**config.mk**
```make
export PLATFORM = sky130hd
export DESIGN_NAME = spinlock_agent
export DESIGN_NICKNAME = d
export VERILOG_FILES = /design/src/rtl/spinlock_pkg.sv /design/src/rtl/backoff_timer.sv /design/src/rtl/fail_counter.sv /design/src/rtl/spinlock_agent.sv
export SDC_FILE = /design/constraint.sdc
export NUM_CORES = 1
export LEC_CHECK = 0
export ABC_AREA = 1
export BUFFER_PORTS_ARGS = -buffer_cell sky130_fd_sc_hd__buf_2
export CAP_MARGIN = 20
export CORE_ASPECT_RATIO = 1.4
export CORE_UTILIZATION = 40
export DETAILED_ROUTE_END_ITERATION = 7
export PLACE_DENSITY = 0.87
export REMOVE_ABC_BUFFERS = 1
export SLEW_MARGIN = 40
export SYNTH_ARGS = -nofsm -noshare
export SYNTH_HDL_FRONTEND = slang
export SYNTH_SLANG_ARGS = --single-unit
```
**constraint.sdc**
```tcl
create_clock -name clk -period 3.6 [get_ports clk]
set_input_delay 0.72 -clock clk [delete_from_list [all_inputs] [get_ports clk]]
set_output_delay 0.72 -clock clk [all_outputs]
set_load 0.05 [all_outputs]
```
**src/rtl/spinlock_pkg.sv**
```systemverilog
package spinlock_pkg;

  typedef enum logic [2:0] {
    ST_IDLE    = 3'd0,
    ST_POLL    = 3'd1,
    ST_TAS     = 3'd2,
    ST_BACKOFF = 3'd3,
    ST_HELD    = 3'd4,
    ST_RELEASE = 3'd5
  } lk_state_t;

  typedef enum logic [1:0] {
    OP_LOAD  = 2'd0,
    OP_TAS   = 2'd1,
    OP_STORE = 2'd2
  } mem_op_t;

  // Doubling step of the backoff delay, clipped at the ceiling.
  function automatic int unsigned grow_delay(input int unsigned cur, input int unsigned ceil_v);
    int unsigned dbl;
    dbl = cur << 1;
    return (dbl > ceil_v) ? ceil_v : dbl;
  endfunction

endpackage

```
**src/rtl/backoff_timer.sv**
```systemverilog
module backoff_timer import spinlock_pkg::*; #(
  parameter int unsigned MIN_DLY = 4,
  parameter int unsigned MAX_DLY = 256,
  localparam int DLY_W = $clog2(MAX_DLY + 1)
) (
  input  logic             clk,
  input  logic             rst_n,
  input  logic             fail_evt,
  input  logic             win_evt,
  output logic             done,
  output logic [DLY_W-1:0] cur_dly
);

  logic [DLY_W-1:0] dly_q;
  logic [DLY_W-1:0] cnt_q;

  always_ff @(posedge clk) begin
    if (!rst_n) begin
      dly_q <= DLY_W'(MIN_DLY);
      cnt_q <= '0;
    end else if (fail_evt) begin
      cnt_q <= dly_q - DLY_W'(1);
      dly_q <= DLY_W'(grow_delay(32'(dly_q), MAX_DLY));
    end else begin
      if (win_evt) dly_q <= DLY_W'(MIN_DLY);
      if (cnt_q != '0) cnt_q <= cnt_q - DLY_W'(1);
    end
  end

  assign done    = (cnt_q == '0);
  assign cur_dly = dly_q;

endmodule

```
**src/rtl/fail_counter.sv**
```systemverilog
module fail_counter #(
  parameter int W = 4
) (
  input  logic         clk,
  input  logic         rst_n,
  input  logic         inc,
  output logic [W-1:0] count
);

  logic [W-1:0] cnt_q;

  always_ff @(posedge clk) begin
    if (!rst_n)                  cnt_q <= '0;
    else if (inc && cnt_q != '1) cnt_q <= cnt_q + W'(1);
  end

  assign count = cnt_q;

endmodule

```
**src/rtl/spinlock_agent.sv**
```systemverilog
module spinlock_agent import spinlock_pkg::*; #(
  parameter int unsigned AW      = 32,
  parameter int unsigned DW      = 32,
  parameter int unsigned MIN_DLY = 4,
  parameter int unsigned MAX_DLY = 256,
  parameter int unsigned FCW     = 4
) (
  input  logic          clk,
  input  logic          rst_n,
  input  logic          acq_req,
  input  logic          rel_req,
  output logic          acquired,
  input  logic [AW-1:0] lock_addr,
  output logic          mem_req_valid,
  input  logic          mem_req_ready,
  output logic [1:0]    mem_req_op,
  output logic [AW-1:0] mem_req_addr,
  output logic [DW-1:0] mem_req_wdata,
  input  logic          mem_rsp_valid,
  input  logic [DW-1:0] mem_rsp_data,
  output logic [FCW-1:0] fail_cnt
);

  localparam int DLY_W = $clog2(MAX_DLY + 1);

  lk_state_t st_q, st_d;
  logic      pend_q;
  mem_op_t   op_sel;

  // Named internal events
  logic lock_free, issuing;
  logic evt_fire, evt_rsp, evt_seen_free, evt_tas_win, evt_tas_fail, evt_rel_done;
  logic tmr_done;
  logic [DLY_W-1:0] tmr_dly;

  assign lock_free     = (mem_rsp_data == '0);
  assign issuing       = (st_q == ST_POLL) || (st_q == ST_TAS) || (st_q == ST_RELEASE);
  assign evt_fire      = mem_req_valid && mem_req_ready;
  assign evt_rsp       = mem_rsp_valid && pend_q;
  assign evt_seen_free = evt_rsp && (st_q == ST_POLL) && lock_free;
  assign evt_tas_win   = evt_rsp && (st_q == ST_TAS) && lock_free;
  assign evt_tas_fail  = evt_rsp && (st_q == ST_TAS) && !lock_free;
  assign evt_rel_done  = evt_rsp && (st_q == ST_RELEASE);

  always_comb begin
    st_d = st_q;
    unique case (st_q)
      ST_IDLE:    if (acq_req)       st_d = ST_POLL;
      ST_POLL:    if (evt_seen_free) st_d = ST_TAS;
      ST_TAS: begin
        if (evt_tas_win)       st_d = ST_HELD;
        else if (evt_tas_fail) st_d = ST_BACKOFF;
      end
      ST_BACKOFF: if (tmr_done)      st_d = ST_POLL;
      ST_HELD:    if (rel_req)       st_d = ST_RELEASE;
      ST_RELEASE: if (evt_rel_done)  st_d = ST_IDLE;
      default:                       st_d = ST_IDLE;
    endcase
  end

  always_ff @(posedge clk) begin
    if (!rst_n) begin
      st_q   <= ST_IDLE;
      pend_q <= 1'b0;
    end else begin
      st_q <= st_d;
      if (evt_fire)     pend_q <= 1'b1;
      else if (evt_rsp) pend_q <= 1'b0;
    end
  end

  always_comb begin
    unique case (st_q)
      ST_TAS:     op_sel = OP_TAS;
      ST_RELEASE: op_sel = OP_STORE;
      default:    op_sel = OP_LOAD;
    endcase
  end

  assign mem_req_valid = issuing && !pend_q;
  assign mem_req_op    = op_sel;
  assign mem_req_addr  = lock_addr;
  assign mem_req_wdata = (op_sel == OP_TAS) ? DW'(1) : '0;
  assign acquired      = (st_q == ST_HELD);

  backoff_timer #(
    .MIN_DLY(MIN_DLY),
    .MAX_DLY(MAX_DLY)
  ) tmr_i (
    .clk     (clk),
    .rst_n   (rst_n),
    .fail_evt(evt_tas_fail),
    .win_evt (evt_tas_win),
    .done    (tmr_done),
    .cur_dly (tmr_dly)
  );

  fail_counter #(
    .W(FCW)
  ) fcnt_i (
    .clk  (clk),
    .rst_n(rst_n),
    .inc  (evt_tas_fail),
    .count(fail_cnt)
  );

endmodule

```
==> results of run 1 <==
## logic make-up after synthesis
family / share of synthesized area, %
AOI/OAI and AO/OA: 8.77
xor gates and xnor gates: 0.430
other: 0.184
buffers and inverters: 30.4
adders and majority gates: 1.23
DFF: 23.6
and+or+nand+nor: 35.4
## where the power goes
part / internal, W / total (W) / switching (W)
Sequential: 0.000314 / 0.000348 / 0.0000342
Clock: 0.0000976 / 0.000179 / 0.0000810
Combinational: 0.000185 / 0.000611 / 0.000426
## worst max-delay path: stages (launching register included)
cell and delay (ns):
dfxtp_1 0.43, inv_1 0.08, nor2_1 0.17, a21oi_1 0.09
nor2_1 0.12, buf_2 0.28
## metal layers
layer	up-vias	GRT usage [%]	share of wire, %
met5	-	0.962	0
met1	789	18.7	37
met2	123	34.4	46
li1	895	-	-
met4	0	5.07	0.88
met3	5	13.4	16
## sequential cells by signal (all words and copies together), names as in the netlist
name / cells
fcnt_i.count: 4
pend_q: 1
tmr_i.cnt_q: 9
st_q: 3
tmr_i.cur_dly: 7
## cells in the mapped netlist
cell	number	share of area (%)
inv_1	27	5.0
inv_2	5	0.92
o21ai_4	1	0.80
xor2_1	1	0.43
nor2_8	2	2.0
nor2_4	4	2.2
o21ai_1	2	0.49
nand2_1	61	11
nand4_1	5	1.5
buf_8	1	0.74
a31oi_1	1	0.31
nand2_4	4	2.2
nand3_1	17	4.2
buf_4	63	23
nor3_1	5	1.2
dfxtp_1	24	24
nand3_2	1	0.49
nor2_1	43	7.9
nand2_2	2	0.61
and2_1	1	0.31
clkbuf_1	1	0.18
o31ai_2	1	0.61
a211oi_1	1	0.37
nor3b_2	1	0.61
nor2_2	3	0.92
o21ai_0	4	0.98
conb_1	1	0.18
o22ai_1	1	0.31
inv_6	1	0.43
a21oi_1	20	4.9
ha_1	2	1.2
## worst min path at each step
stage / end / slack, ns
after global placement: fcnt_i.count[1] / 0.47
final: fcnt_i.count[1] / 0.48
after global routing: tmr_i.cur_dly[7] / 0.53
after detailed placement: fcnt_i.count[1] / 0.48
after CTS: fcnt_i.count[1] / 0.49
after floorplan: tmr_i.cur_dly[7] / 0.46
## through the flow
stage / utilization (%) / setup slack [ns]
6_report: 41.5 / 1.46
5_1_grt: 41.5 / 1.30
4_1_cts: 41.5 / 1.45
3_5_place_dp: 40.4 / 1.21
3_3_place_gp: 40.4 / 1.27
2_1_floorplan: - / 1.50
## area by class of cell
cell class	instances	share of cell area (%)
inverters	33	6.36
flip-flops and latches	24	23.7
multi-input cells	214	51.9
clock buffers	4	2.72
repair buffers	46	11.4
well taps	64	3.95
==> impl_metrics.toml, run 1 <==
[outcome]
status = "finished, final reports clean"

[power]
ir_drop_v = 0.000152
power.density_nw_per_um2 = 562
power_w = 0.00114
power_leakage_nw = 0.973

[synthesis]
synth_area_um2 = 2040
syn_area_per_cell_um2 = 6.66
synth_warnings = 0
ys_types = 31
synth-seq-area-share_pct = 23.6
ys_ff_latch = 24
syn_inst = 306

[cells_and_area]
regArea_um2 = 480
final_cell_area_um2 = 2030
n_fill_cell = 510
num_antenna_cells = 0
final_nets = 394
final_layout_size_suffix_gt1_share_pct = 23.4
final_cell_mix = "nand2_1, buf_2, nor2_1"
stdcell_count = 385
final_common_cell = "nand2_1"
areaGrowthSynthToFinish_pct = -0.675
multi_input_area_um2 = 1050

[worst_setup_path]
worstSetupStartpointType = "flop"
crit_required_ns = 2.88
reg2reg_depth = 14
endpoint = "mem_req_valid"
crit_fanout = 4
r2r_slack_ns = 1.63
startpoint = "st_q[0]"
worstSetupPathType = "reg -> out"
r2r-end = "tmr_i.cnt_q[8]"
critPathArrivalTime_ns = 1.42
end_kind = "output port"
r2r_start = "st_q[1]"

[sta]
fin_setup_tns_ns = 0
post-route-period-util_pct = 59.4
grt_setup_unrepaired = "no"
drv_slew = 0
hold_ws_ns = 0.484
setup_viol = 0
period_minus_slack_ns = 2.14
skew_ns = 0.00392
hold_viol_final = 0
max_freq_ghz = 0.468

[cts]
cts_hold_buf = 0
cts_sinks = 24
htreeDepth = 1
cts.repair.resized = 0
path_clk_slew_ns = 0.08
clock_latency_ns = 0.26
cts_buffer_depth = 2
root_buffer = "clkbuf_8"
cts_tree = "done"
postCtsSetupBuffers = 0
cts_buffers = 3

[floorplanning]
start_util_pct = 41.8
die_area_um2 = 5390
pin_count = 142
die_x_um = 62.4
die_h_um = 86.5
core_um2 = 4880
core.rowCount = 30

[placed_design]
place.gp.congestion = 0.899
dp_cells = 381
port-buffer-count = 46
dpl.hpwl_mm = 4.41
placed_cell_area_um2 = 1970

[hold_path]
hold_path.class = "reg -> reg"
min_from = "fcnt_i.count[1]"
holdPathStages = 2

[global_route]
track_usage_pct = 19.6
grt_pass1_wl_mm = 7.82
grt_pass1_vias = 1600
grt_overflow = 0
grt_max_degree = 17
antenna_found_initial = 0

[route]
drt_iter0_drc = 77
drc_errors = 0
ant_nets = 0
post_drt_wl_per_cell_um = 13.6
drt-pass1-iter-count = 4
avgViaCountPerCell = 4.71
num_vias = 1812
wirelength_mm = 5.23

[flow_run]
timing.max_cap.violations = 0
No activity file was read; power rests on OpenSTA's default activity.
==> run 2: changes to the inputs <==
ABC_AREA = 0   (was 1)
PLACE_DENSITY = 0.89   (was 0.87)
clock period = 2.05 ns   (was 3.6 ns; I/O delays follow)
==> run 2 against run 1 <==
Clock-buffer cell count is 1 lower. Sequential power grew 85%. Sequential share of layout area fell by 0.088 points. Via count down 7.3%. Design area up 0.37%. Worst hold slack got worse by 0.10 ns. Die area shrank 5.9%. Cell count fell by 17%. First-iteration DRC count fell by 79%. Power is 86% higher. Critical path type is now reg -> reg. Highest routed layer is now met5.
==> impl_metrics.toml, run 2 <==
[route]
ant_nets = 0
drt_iter0_drc = 16
drt-pass1-iter-count = 4
avgViaCountPerCell = 5.28
num_vias = 1679
post_drt_wl_per_cell_um = 15.8
wirelength_mm = 5.03
drc_errors = 0

[power]
p_sw_share_pct = 44.0
ir_drop_v = 0.000749
power_w = 0.00212
p_int_w = 0.00119
p_switching_w = 0.000934
power.density_nw_per_um2 = 1040
clockPowerShare_pct = 13.3
power_leakage_nw = 0.907
seqPwrFrac_pct = 30.4
power_frac_comb_pct = 56.4

[worst_setup_path]
worstSetupPathType = "reg -> reg"
end_kind = "flop"
r2r-end = "tmr_i.cnt_q[8]"
reg2reg_depth = 8
crit_required_ns = 2.21
r2r_slack_ns = 0.05
path_buf_inv = 0
crit_path_cell_trace = "nand2b_1, nor3_2, o21ai_2, nand2_1, ha_2, nand2_1, o31a_1, o311a_1"
crit_top_cell = "nand2_1"
max_stage_delay_ns = 0.33
slowest_stage = "o311a_1"
endpoint = "tmr_i.cnt_q[8]"
crit_family = "compound AO/OA/AOI/OAI gates"
r2r_start = "st_q[2]"
cp_num_cells = 8
crit_fanout = 4
startpoint = "st_q[2]"
critPathArrivalTime_ns = 2.16
worstSetupStartpointType = "flop"

[cells_and_area]
final_cell_mix = "buf_2, conb_1, dfxtp_1"
areaGrowthSynthToFinish_pct = 6.07
final_common_cell = "buf_2"
final_layout_size_suffix_gt1_share_pct = 32.4
largest_reg_flops = 9
regMostFlops = "tmr_i.cnt_q"
num_antenna_cells = 0
final_nets = 330

[cts]
clock_latency_ns = 0.27
path_clk_slew_ns = 0.08
htreeDepth = 1
cts_hold_buf = 0
cts_tree = "done"
cts_buffer_depth = 2
cts_sinks = 24
cts_buffers = 3
root_buffer = "clkbuf_8"

[floorplanning]
core_um2 = 4570
die_area_um2 = 5080
die_x_um = 60.5
pin_count = 142
core.rowCount = 29
start_util_pct = 41.9
die_h_um = 83.9

[sta]
drv_slew = 0
skew_ns = 0.00142
post-route-period-util_pct = 97.4
hold_viol_final = 0
fin_setup_tns_ns = 0
setup_viol = 0
period_minus_slack_ns = 2.00
max_freq_ghz = 0.501

[synthesis]
syn_inst = 234
ys_ff_latch = 24
synth-main-ff-cell = "dfxtp_1"
synth_top_family_by_area = "buffers and inverters"
synthMuxAreaShare_pct = 3.13
yosys.area.top_type = "dfxtp_1"
synth_edf_count = 0
synthAdderAreaFrac_pct = 1.31
synth-seq-area-share_pct = 25.1
synthTopCellsByArea = "dfxtp_1, buf_4, nor4_1"
synth_warnings = 0
synth-simple-area-share_pct = 25.3
yosysMostFrequentCell = "buf_4"
synth_common_cells = "buf_4, dfxtp_1, nand2_1"
syn_area_per_cell_um2 = 8.19
synth_xor_area_share_pct = 3.20
synth_area_um2 = 1920
synth-compound-area-share_pct = 14.6
ys_types = 51
yosys.area.top_type_share_pct = 25.1
async_flop_share_pct = 0

[hold_path]
hold_path.class = "in -> reg"

[placed_design]
port-buffer-count = 46
dpl.hpwl_mm = 3.87
place.gp.congestion = 0.874

[outcome]
status = "finished, final reports clean"

[global_route]
grt_overflow = 0
track_usage_pct = 19.2
grt_pass1_wl_mm = 7.10
antenna_found_initial = 0
grt_pass1_vias = 1434
grt_max_degree = 29

[flow_run]
timing.max_cap.violations = 0
run 2: cell types whose count changed after synthesis, sizes merged, moves of 12 or more:
cell / change
nand3: -16
a21oi: -15
inv: -32
nor2: -39
nor4: +12
nand2: -50
run 2: logic make-up after synthesis:
family,Yosys count
AND/OR/NAND/NOR,81
buffers and inverters,75
AO/OA/AOI/OAI,38
flip-flops,24
XOR/XNOR,7
multiplexers,6
adder cells (fa/ha/maj),2
other,1
run 2: worst min-delay path by stage:
stage / start / endpoint / slack, ns / depth (start not counted)
finish: mem_req_ready / pend_q / 0.38 / 3
CTS: mem_req_ready / pend_q / 0.39 / 3
detailed placement: fcnt_i.count[1] / fcnt_i.count[1] / 0.49 / 2
floorplan: rst_n / tmr_i.cur_dly[2] / 0.50 / 1
global placement: fcnt_i.count[1] / fcnt_i.count[1] / 0.48 / 2
global route: mem_req_ready / pend_q / 0.42 / 3
run 2: cell type report:
class | instances | area [um^2]
multi-input cells | 165 | 1070
clock buffers | 3 | 41.3
repair buffers | 63 | 358
fillers | 448 | 2540
flip-flops and latches | 24 | 480
well taps | 62 | 77.6
inverters | 1 | 3.75
run 2: per-stage QoR:
step / instances / setup WS, ns / util, % / hold WS (ns) / instance area (um^2)
3_5_place_dp: 314 / -0.286 / 42.4 / 0.491 / 1940
5_1_grt: 318 / -0.0452 / 44.5 / 0.420 / 2030
3_3_place_gp: 314 / -0.210 / 42.4 / 0.475 / 1940
4_1_cts: 317 / 0.0310 / 43.4 / 0.387 / 1980
6_report: 318 / 0.0529 / 44.5 / 0.382 / 2030
2_1_floorplan: 190 / -0.974 / - / 0.499 / 1510
run 2: tightest hold or removal path: cells and delay by family:
family	cells	cell delay, ns
AO/OA/AOI/OAI	1	0.05
AND/OR/NAND/NOR	1	0.09
buffers and inverters	1	0.07
run 2: metal layers:
metal / global-route usage [%] / share of wire, % / up-vias
li1: - / - / 777
met3: 13.3 / 15 / 9
met1: 20.2 / 37 / 775
met5: 8.33 / 0.70 / -
met2: 28.3 / 46 / 116
met4: 7.64 / 2.3 / 2
run 2: power groups by stage:
| stage | Clock [W] | Combinational [W] | Sequential [W] |
|---|---|---|---|
| floorplan | 0 | 0.000801 | 0.000650 |
| global placement | 0 | 0.00109 | 0.000641 |
| detailed placement | 0 | 0.00111 | 0.000646 |
| CTS | 0.000284 | 0.00114 | 0.000636 |
| global route | 0.000301 | 0.00130 | 0.000651 |
| finish | 0.000281 | 0.00119 | 0.000644 |
run 2: what timing repair did:
item,4_1_cts,5_1_grt
resized for setup,1,8
pin swaps,0,5
buffers inserted,0,1
setup endpoints to repair,1,5
==> run 3: changes to the inputs <==
==> constraint.sdc (replaced) <==
create_clock -name clk -period 2.05 [get_ports clk]
set_input_delay 0.1025 -clock clk [delete_from_list [all_inputs] [get_ports clk]]
set_output_delay 0.1025 -clock clk [all_outputs]
set_load 0.05 [all_outputs]
==> run 3 against run 2 <==
Clock power is essentially flat. Cell count down 0.94%. Largest power group unchanged. Clock-buffer cell count unchanged. Core utilization is 0.14 points lower. Register-to-register slack better by 0.04 ns. Critical path type unchanged. Routed wire length increased by 3.2%. Fmax up 2.1%. Worst hold slack worse by 0.30 ns.
==> impl_metrics.toml, run 3 (synthesized netlist as in run 2, its figures left out) <==
[cts]
root_buffer = "clkbuf_8"
postCtsSetupBuffers = 0
cts_buffer_depth = 2
clock_latency_ns = 0.27
cts_buffers = 3
htreeDepth = 1
path_clk_slew_ns = 0.08
cts_sinks = 24
cts_tree = "done"

[sta]
grt_setup_unrepaired = "no"
post-route-period-util_pct = 95.4
hold_viol_final = 0
max_freq_ghz = 0.511
hold_ws_ns = 0.0813
setup_viol = 0
drv_slew = 0
skew_ns = 0.00532
fin_setup_tns_ns = 0
period_minus_slack_ns = 1.96

[global_route]
antenna_found_initial = 0
track_usage_pct = 19.6
grt_pass1_wl_mm = 7.27
grt_max_degree = 29
grt_pass1_vias = 1495
grt_overflow = 0

[cells_and_area]
largest_reg_flops = 9
final_nets = 327
stdcell_count = 315
final_layout_size_suffix_gt1_share_pct = 32.0
final_common_cell = "buf_2"
n_fill_cell = 446
final_cell_area_um2 = 2030
final_cell_mix = "buf_2, conb_1, dfxtp_1"
regMostFlops = "tmr_i.cnt_q"
areaGrowthSynthToFinish_pct = 5.74
num_antenna_cells = 0

[route]
num_vias = 1687
drt_iter0_drc = 80
ant_nets = 0
wirelength_mm = 5.19
post_drt_wl_per_cell_um = 16.5
met2_length_mm = 2.41
drc_errors = 0
highest_layer = "met5"
wl_met3_um = 814
drt-pass1-iter-count = 4
wl_met1_mm = 1.83
avgViaCountPerCell = 5.36

[hold_path]
hold_path.class = "in -> reg"

[floorplanning]
core_um2 = 4570
die_h_um = 83.9
start_util_pct = 41.9
die_x_um = 60.5
die_area_um2 = 5080
core.rowCount = 29
pin_count = 142

[power]
power.density_nw_per_um2 = 1080
power_leakage_nw = 0.896
power_w = 0.00219
ir_drop_v = 0.000617

[worst_setup_path]
critPathArrivalTime_ns = 2.12
slowest_stage = "dfxtp_2"
end_kind = "flop"
crit_fanout = 4
max_stage_delay_ns = 0.35
crit_path_cell_trace = "nand2_1, nor3_2, o21ai_2, nand2_2, ha_4, nand2b_4, nor4_4, xnor2_1, a211oi_2, o21a_1"
worstSetupStartpointType = "flop"
worstSetupPathType = "reg -> reg"
crit_required_ns = 2.22

[placed_design]
placed_cell_area_um2 = 1920
dpl.hpwl_mm = 3.94
dp_cells = 312
place.gp.congestion = 0.847
port-buffer-count = 46

[flow_run]
timing.max_cap.violations = 0

[outcome]
status = "finished, final reports clean"
==> run 3: cell type report <==
type,count,area [um^2],area share [%]
sequential,24,482,23.8
multi-input combinational,165,1090,53.6
clock buffer,3,41.3,2.04
tap,62,77.6,3.83
timing repair buffer,60,335,16.5
inverter,1,3.75,0.185
==> run 3: worst paths after layout <==
| path | from | end | slack (ns) | cells after the start |
|---|---|---|---|---|
| worst max register to register | pend_q | tmr_i.cnt_q[6] | 0.09 | 10 |
| worst max-delay path | pend_q | tmr_i.cnt_q[6] | 0.09 | 10 |
| worst min-delay path | mem_req_ready | pend_q | 0.08 | 3 |
| worst min register to register | fcnt_i.count[1] | fcnt_i.count[1] | 0.50 | 2 |
==> run 3: where the power goes <==
part           internal [W]  switching [W]  total, W
registers          0.000558       0.000100  0.000658
logic              0.000529       0.000726   0.00126
clock network      0.000132       0.000147  0.000279
==> run 3: worst max-delay path: cells and delay by family (launching register included) <==
family / cells / cell delay (ns)
AND/OR/NAND/NOR: 5 / 0.81
adder cells (fa/ha/maj): 1 / 0.16
XOR/XNOR: 1 / 0.17
AO/OA/AOI/OAI: 3 / 0.37
flip-flops: 1 / 0.35
==> run 3: what timing repair did <==
action	CTS	global route
setup endpoints to repair	0	2
hold buffers	0	0
gates resized for setup	0	12
==> run 3: routing by layer <==
layer  track usage, %  up-vias
li1                 -      769
met5             10.7        -
met3             13.0       11
met2             30.1      132
met4             7.44        2
met1             20.1      773
==> run 3: per-stage QoR <==
| stage | setup slack [ns] | utilization (%) |
|---|---|---|
| 6_report | 0.0949 | 44.3 |
| 5_1_grt | 0.0179 | 44.3 |
| 4_1_cts | 0.0302 | 43.0 |
| 3_5_place_dp | 0.0423 | 42.1 |
| 3_3_place_gp | 0.0989 | 42.1 |
| 2_1_floorplan | -0.895 | - |
